## src/rtl/adcseq_pkg.sv

```systemverilog
package adcseq_pkg;

  // Sequencer phases
  typedef enum logic [2:0] {
    ST_BOOT,   // first cycle out of reset: kick input 0
    ST_KICK,   // start pulse on the ADC
    ST_IDLE,   // waiting for a finished conversion
    ST_REQ,    // bus requested, waiting for the grant
    ST_WRH,    // high byte on the write port
    ST_WRL     // low byte on the write port
  } seq_state_e;

endpackage

```

## src/rtl/adcseq_chan.sv

```systemverilog
module adcseq_chan #(
  parameter int CH_W = 4
) (
  input  logic [CH_W-1:0] done_ch,
  input  logic [CH_W-1:0] last_ch,
  output logic [CH_W-1:0] next_ch,
  output logic            wrap
);

  // An input at or above the configured limit closes the scan
  always_comb begin
    wrap    = (done_ch >= last_ch);
    next_ch = wrap ? '0 : done_ch + CH_W'(1);
  end

endmodule

```

## src/rtl/adcseq_fmt.sv

```systemverilog
module adcseq_fmt #(
  parameter int RES_W  = 10,
  parameter int DATA_W = 8,
  parameter int ADDR_W = 12,
  parameter int CH_W   = 4
) (
  input  logic [RES_W-1:0]  res,
  input  logic [CH_W-1:0]   ch,
  input  logic [ADDR_W-1:0] base,
  output logic [DATA_W-1:0] hi_byte,
  output logic [DATA_W-1:0] lo_byte,
  output logic [ADDR_W-1:0] hi_addr,
  output logic [ADDR_W-1:0] lo_addr
);

  localparam int LO_BITS = RES_W - DATA_W;
  localparam int PAD     = DATA_W - LO_BITS;
  localparam int OFF_W   = CH_W + 1;

  logic [OFF_W-1:0] slot_off;

  assign hi_byte = res[RES_W-1 -: DATA_W];

  // Remaining result bits are left-justified in the second byte
  generate
    if (PAD > 0) begin : g_pad
      assign lo_byte = {res[LO_BITS-1:0], {PAD{1'b0}}};
    end else begin : g_nopad
      assign lo_byte = res[DATA_W-1:0];
    end
  endgenerate

  // Each input owns two consecutive bytes
  always_comb begin
    slot_off = {ch, 1'b0};
    hi_addr  = base + ADDR_W'(slot_off);
    lo_addr  = hi_addr + ADDR_W'(1);
  end

endmodule

```

## src/rtl/adcseq_ctrl.sv

```systemverilog
module adcseq_ctrl
  import adcseq_pkg::*;
#(
  parameter int RES_W  = 10,
  parameter int DATA_W = 8,
  parameter int ADDR_W = 12,
  parameter int CH_W   = 4
) (
  input  logic              clk,
  input  logic              rst,
  input  logic              cfg_irq_en,
  input  logic              adc_done,
  input  logic [RES_W-1:0]  adc_result,
  input  logic [CH_W-1:0]   adc_chan,
  input  logic              bus_ack,
  // from the formatter and channel stepper
  input  logic [DATA_W-1:0] hi_byte,
  input  logic [DATA_W-1:0] lo_byte,
  input  logic [ADDR_W-1:0] hi_addr,
  input  logic [ADDR_W-1:0] lo_addr,
  input  logic [CH_W-1:0]   next_ch,
  input  logic              wrap,
  // captured transfer
  output logic [RES_W-1:0]  res_q,
  output logic [CH_W-1:0]   ch_q,
  // registered outputs
  output logic              adc_start,
  output logic [CH_W-1:0]   adc_sel,
  output logic              bus_req,
  output logic              rf_we,
  output logic [ADDR_W-1:0] rf_addr,
  output logic [DATA_W-1:0] rf_wdata,
  output logic              irq,
  output logic              overrun
);

  seq_state_e state;

  always_ff @(posedge clk) begin
    if (rst) begin
      state     <= ST_BOOT;
      res_q     <= '0;
      ch_q      <= '0;
      adc_start <= 1'b0;
      adc_sel   <= '0;
      bus_req   <= 1'b0;
      rf_we     <= 1'b0;
      rf_addr   <= '0;
      rf_wdata  <= '0;
      irq       <= 1'b0;
      overrun   <= 1'b0;
    end else begin
      rf_we     <= 1'b0;
      adc_start <= 1'b0;
      irq       <= 1'b0;
      if (adc_done && state != ST_IDLE) overrun <= 1'b1;
      case (state)
        ST_BOOT: begin
          adc_start <= 1'b1;
          adc_sel   <= '0;
          state     <= ST_KICK;
        end
        ST_KICK: state <= ST_IDLE;
        ST_IDLE: begin
          if (adc_done) begin
            res_q   <= adc_result;
            ch_q    <= adc_chan;
            bus_req <= 1'b1;
            state   <= ST_REQ;
          end
        end
        ST_REQ: begin
          if (bus_ack) begin
            rf_we    <= 1'b1;
            rf_addr  <= hi_addr;
            rf_wdata <= hi_byte;
            state    <= ST_WRH;
          end
        end
        ST_WRH: begin
          rf_we    <= 1'b1;
          rf_addr  <= lo_addr;
          rf_wdata <= lo_byte;
          state    <= ST_WRL;
        end
        ST_WRL: begin
          bus_req   <= 1'b0;
          adc_start <= 1'b1;
          adc_sel   <= next_ch;
          irq       <= wrap && cfg_irq_en;
          state     <= ST_KICK;
        end
        default: state <= ST_IDLE;
      endcase
    end
  end


  we_under_req_chk: assert property (@(posedge clk) disable iff (rst)
    rf_we |-> bus_req);


  grant_before_write_chk: assert property (@(posedge clk) disable iff (rst)
    $rose(rf_we) |-> $past(bus_ack));


  byte_pair_chk: assert property (@(posedge clk) disable iff (rst)
    $rose(rf_we) |=> (rf_we && rf_addr == $past(rf_addr) + ADDR_W'(1)));


  release_restart_chk: assert property (@(posedge clk) disable iff (rst)
    $fell(bus_req) |-> (adc_start && !rf_we));


  start_single_chk: assert property (@(posedge clk) disable iff (rst)
    adc_start |=> !adc_start);


  irq_at_wrap_chk: assert property (@(posedge clk) disable iff (rst)
    irq |-> (adc_start && adc_sel == '0));


  overrun_sticky_chk: assert property (@(posedge clk) disable iff (rst)
    overrun |=> overrun);

endmodule

```

## src/rtl/adc_scan_dma.sv

```systemverilog
module adc_scan_dma #(
  parameter int RES_W  = 10,
  parameter int DATA_W = 8,
  parameter int ADDR_W = 12,
  parameter int CH_W   = 4
) (
  input  logic              clk,
  input  logic              rst,
  input  logic [CH_W-1:0]   cfg_last_ch,
  input  logic [ADDR_W-1:0] cfg_base,
  input  logic              cfg_irq_en,
  input  logic              adc_done,
  input  logic [RES_W-1:0]  adc_result,
  input  logic [CH_W-1:0]   adc_chan,
  output logic              adc_start,
  output logic [CH_W-1:0]   adc_sel,
  output logic              bus_req,
  input  logic              bus_ack,
  output logic              rf_we,
  output logic [ADDR_W-1:0] rf_addr,
  output logic [DATA_W-1:0] rf_wdata,
  output logic              irq,
  output logic              overrun
);

  logic [RES_W-1:0]  res_q;
  logic [CH_W-1:0]   ch_q;
  logic [DATA_W-1:0] hi_byte, lo_byte;
  logic [ADDR_W-1:0] hi_addr, lo_addr;
  logic [CH_W-1:0]   next_ch;
  logic              wrap;

  adcseq_fmt #(
    .RES_W(RES_W), .DATA_W(DATA_W), .ADDR_W(ADDR_W), .CH_W(CH_W)
  ) u_fmt (
    .res(res_q), .ch(ch_q), .base(cfg_base),
    .hi_byte(hi_byte), .lo_byte(lo_byte),
    .hi_addr(hi_addr), .lo_addr(lo_addr)
  );

  adcseq_chan #(.CH_W(CH_W)) u_chan (
    .done_ch(ch_q), .last_ch(cfg_last_ch),
    .next_ch(next_ch), .wrap(wrap)
  );

  adcseq_ctrl #(
    .RES_W(RES_W), .DATA_W(DATA_W), .ADDR_W(ADDR_W), .CH_W(CH_W)
  ) u_ctrl (
    .clk(clk), .rst(rst), .cfg_irq_en(cfg_irq_en),
    .adc_done(adc_done), .adc_result(adc_result), .adc_chan(adc_chan),
    .bus_ack(bus_ack),
    .hi_byte(hi_byte), .lo_byte(lo_byte),
    .hi_addr(hi_addr), .lo_addr(lo_addr),
    .next_ch(next_ch), .wrap(wrap),
    .res_q(res_q), .ch_q(ch_q),
    .adc_start(adc_start), .adc_sel(adc_sel), .bus_req(bus_req),
    .rf_we(rf_we), .rf_addr(rf_addr), .rf_wdata(rf_wdata),
    .irq(irq), .overrun(overrun)
  );

endmodule

```

## config.mk

```make
export PLATFORM = sky130hd
export DESIGN_NAME = adc_scan_dma
export DESIGN_NICKNAME = d
export VERILOG_FILES = /design/src/rtl/adcseq_pkg.sv /design/src/rtl/adcseq_chan.sv /design/src/rtl/adcseq_fmt.sv /design/src/rtl/adcseq_ctrl.sv /design/src/rtl/adc_scan_dma.sv
export SDC_FILE = /design/constraint.sdc
export NUM_CORES = 1
export LEC_CHECK = 0
export BUFFER_PORTS_ARGS = -buffer_cell sky130_fd_sc_hd__buf_2
export CAP_MARGIN = 5
export CORE_ASPECT_RATIO = 1.25
export CORE_MARGIN = 2
export CORE_UTILIZATION = 54
export DETAILED_ROUTE_END_ITERATION = 12
export PLACE_DENSITY_LB_ADDON = 0.1
export SYNTH_ARGS = -nofsm -noshare
export SYNTH_HDL_FRONTEND = slang
export SYNTH_HIERARCHICAL = 1
export SYNTH_SLANG_ARGS = --single-unit
```

## constraint.sdc

```tcl
create_clock -name clk -period 2.9 [get_ports clk]
set_clock_uncertainty 0.2 [all_clocks]
set_input_delay 0.29 -clock clk [delete_from_list [all_inputs] [get_ports clk]]
set_output_delay 0.29 -clock clk [all_outputs]
set_load 0.02 [all_outputs]
```

==> summary by stage <==
Run status
The flow ran to the end, and the final reports show no timing, DRC or antenna violations.

Global routing
Across every metal layer, demand over resource in global routing totals 0.229. The via count of the first global-routing pass is 2,275. Entering global routing, the biggest net connects 28 pins. The global-route congestion overflow total is 0.

The global-route wire length before repair is 10.1 mm. The initial antenna violation count is 0.

Routing
In this run the remaining antenna-violating nets after routing total 0. Wires add up to 6.26 mm. In the routed design, unresolved DRC markers number 0. The wire length per cell after detailed routing is 13.8 um. The number of design-rule violations left by the first detailed-router iteration is 143. The first detailed-routing pass took 4 iterations. The via-per-instance ratio is 5.42. Summing over every cut layer, the via total after detailed routing is 2,450.

Critical path
The slowest cell on the critical path is or3_4. The critical path required time is 2.92 ns. In this run the worst path has a maximum fanout of 6. The signal on the critical path passes through ha_1 -> inv_1 -> fa_1 -> nand2b_1 -> a21oi_1 -> xnor2_1 -> or3_4 -> a21oi_2 -> xor2_1 -> nor2_1 -> nor4_2. STA classifies the critical path startpoint as a register. STA puts the critical path data arrival time at 2.78 ns. The element type at the critical path end is a register. The register-to-register path setup slack is 0.15 ns.

For this run, the slowest stage of the critical path takes 0.43 ns. The critical path class is reg2reg.

Clock network
CTS placed an instance of clkbuf_8 at the clock tree root. The number of buffers on the longest clock path is 2. Clock-pin slew was measured on the worst setup and hold paths at 0.10 ns. Counting the buffers created by CTS gives 5. The clock sink total is 46. The H-tree depth reported by CTS is 2. The TritonCTS clock tree is done. The source-to-sink clock delay at the later pin of the worst-skew pair is 0.30 ns. The hold-fix buffer count after cts is 0.

Placement
Buffers placed on the I/O ports in this run total 63. The pre-CTS setup slack is 0.120 ns. The number of placed cells counting well taps is 444. Once detailed placement completed, the half-perimeter wirelength came to 4.38 mm. The weighted congestion at the end of routability-driven global placement is 0.765.

STA
The final count of hold timing violations was 0. Static timing analysis puts the maximum clock frequency at 363 MHz. Dividing the final minimum period by the clock period gives 0.950.

The final count of negative-setup-slack endpoints is 0. The final critical delay including setup and external delays is 2.75 ns. Setup repair after global routing could not meet its margin everywhere. The number of max-slew violations in the final report is 0. At the pin with the least slew margin, the transition time is 0.776 ns. Setup slack closes at 0.146 ns. The worst pin sits at a relative slew slack of 0.483.

Yosys
The xor/xnor cell area share of the yosys netlist is 0.0668. The cell with the most instances after synthesis is nor2_1. Of the post-synthesis cell area, the dominant cell type holds 0.335. Ranked by total cell area, the synthesized netlist is headed by dfxtp_1 (33%), nor4_2 (9.1%), nor2_1 (6.4%).

The synthesized design contains 46 register bits. Yosys printed 6 warnings. The post-synth design cell area is 2750 um2.

The main flop type after synthesis is dfxtp_1. The post-synthesis area per instance is 8.14 um2. The share of synthesized flip-flops with an asynchronous set or reset is 0. Of the total synthesized cell area, the portion taken by full adders, half adders and majority gates is 0.0527. The number of instances in the synthesized netlist is 338. Of the total synthesized cell area, the portion taken by AND, OR, NAND and NOR gates is 0.350. The synthesized-area fraction occupied by ao, oa, aoi and oai cells is 0.0968.

For this run, the register share of the synthesized area comes to 0.335. Counting flops with a built-in enable in the synthesized netlist gives 0. By area, the combinational part of the netlist is dominated by simple AND/OR/NAND/NOR gates. The post-synthesis cell type count is 46. Sorting the synthesized cells by how often they occur yields nor2_1 (47), dfxtp_1 (46), nand2_1 (39). The cell accounting for the most synthesized area is dfxtp_1.

The portion of synthesized area spent on multiplexers is 0.

Die
For this configuration, the core starts out at a cell density of 0.550. The number of placed I/O pins is 64. The row count is 29. The die covers 5690 um2.

The core footprint is 5010 um2. The floorplan step set the die height to 83.8 um. Measured along the x axis, the die boundary spans 67.9 um.

Finish
The final core area utilization is 0.637. The share of final-layout standard cells stronger than drive strength 1 is 0.313. From synthesis to final layout, the design area changed by 15.9%. The count of non-filler cells in the finished layout is 452. The register cell area after layout is 923 um2. The filler cell count in the final layout is 484. In the final layout, the multi-input gates occupy 1610 um2. The antenna diode count is 0.

The net count of the finished layout is 435.

Power and ir drop
The power density over the cells is 467 nW/um2. Summed over all cells, the static leakage comes to 1.37 nW. VDD sags by at most 0.384 mV.

Run
The tool flagged a number of max-cap violations equal to 0.

Min path
In this run the worst hold path is classified as in2reg.
## state kept, by name (all words and copies together), names as in the netlist
signal,cells
u_ctrl/bus_req,1
u_ctrl/state,3
u_ctrl/ch_q,4
u_ctrl/rf_addr,12
u_ctrl/adc_start,1
u_ctrl/rf_wdata,8
u_ctrl/res_q,10
u_ctrl/overrun,1
u_ctrl/adc_sel,4
u_ctrl/irq,1
u_ctrl/rf_we,1
## cell usage in the layout (no fill, tap or decap), types with 3 or more instances in the layout
| master | instances |
|---|---|
| a21oi_1 | 21 |
| a31oi_1 | 4 |
| and3_1 | 3 |
| buf_2 | 63 |
| buf_4 | 12 |
| clkbuf_8 | 5 |
| conb_1 | 6 |
| dfxtp_1 | 44 |
| ha_1 | 10 |
| inv_1 | 14 |
| nand2_1 | 39 |
| nand3_1 | 4 |
| nand4_1 | 4 |
| nand4b_1 | 5 |
| nor2_1 | 47 |
| nor3_1 | 24 |
| nor4_2 | 20 |
| o21ai_0 | 7 |
| xnor2_1 | 13 |
| xor2_1 | 7 |
## repair_timing
action / 4_1_cts / 5_1_grt
setup buffers: 0 / 0
endpoints found under the setup margin: 0 / 5
gates resized for setup: 0 / 8
## worst max-delay path: cells and delay by family (launching register included)
kind                     cells  cell delay [ns]
XOR/XNOR                     2             0.30
AND/OR/NAND/NOR              4             0.82
AO/OA/AOI/OAI                2             0.32
flip-flops                   1             0.39
adder cells (fa/ha/maj)      2             0.59
buffers and inverters        1             0.05
## logic make-up after synthesis
group                    Yosys count
XOR/XNOR                          21
AO/OA/AOI/OAI                     43
buffers and inverters             50
flip-flops                        46
adder cells (fa/ha/maj)           11
AND/OR/NAND/NOR                  166
other                              1
## worst paths after layout
check / start / cells after the start / to
worst max-delay path: u_ctrl/ch_q[0] / 11 / u_ctrl/rf_addr[8]
worst min-delay path: adc_chan[1] / 3 / u_ctrl/ch_q[1]
worst max register to register: u_ctrl/ch_q[0] / 11 / u_ctrl/rf_addr[8]
worst min register to register: u_ctrl/res_q[8] / 2 / u_ctrl/res_q[8]
## layer usage
layer / vias up / track usage / routed length, um
met5: - / 0 / 0
met4: 0 / 0.0836 / 100
met3: 6 / 0.0432 / 237
met2: 45 / 0.395 / 3200
met1: 1163 / 0.276 / 2720
li1: 1236 / - / -
## report_power, final
part / switching, mW / internal, mW
clock network: 0.243 / 0.263
logic: 0.169 / 0.121
registers: 0.0285 / 0.665
## final cells by class
cell class	instances	area share
inverter	14	0.0165
clock inverter	3	0.0153
timing repair buffer	75	0.127
tap	62	0.0243
sequential	46	0.290
clock buffer	5	0.0216
multi-input combinational	247	0.506
## per-stage QoR
stage | hold WS (ns) | setup TNS [ns] | instance area [um2] | power, mW
6_report | 0.0133 | 0 | 3190 | 1.49
5_1_grt | 0.00747 | -0.0389 | 3190 | 1.56
4_1_cts | 0.00687 | 0 | 3160 | 1.50
3_5_place_dp | 0.247 | 0 | 3040 | 0.992
3_3_place_gp | 0.243 | 0 | 3040 | 0.989
2_1_floorplan | 0.226 | 0 | 2770 | 0.914
(Power assumes the default switching activity.)
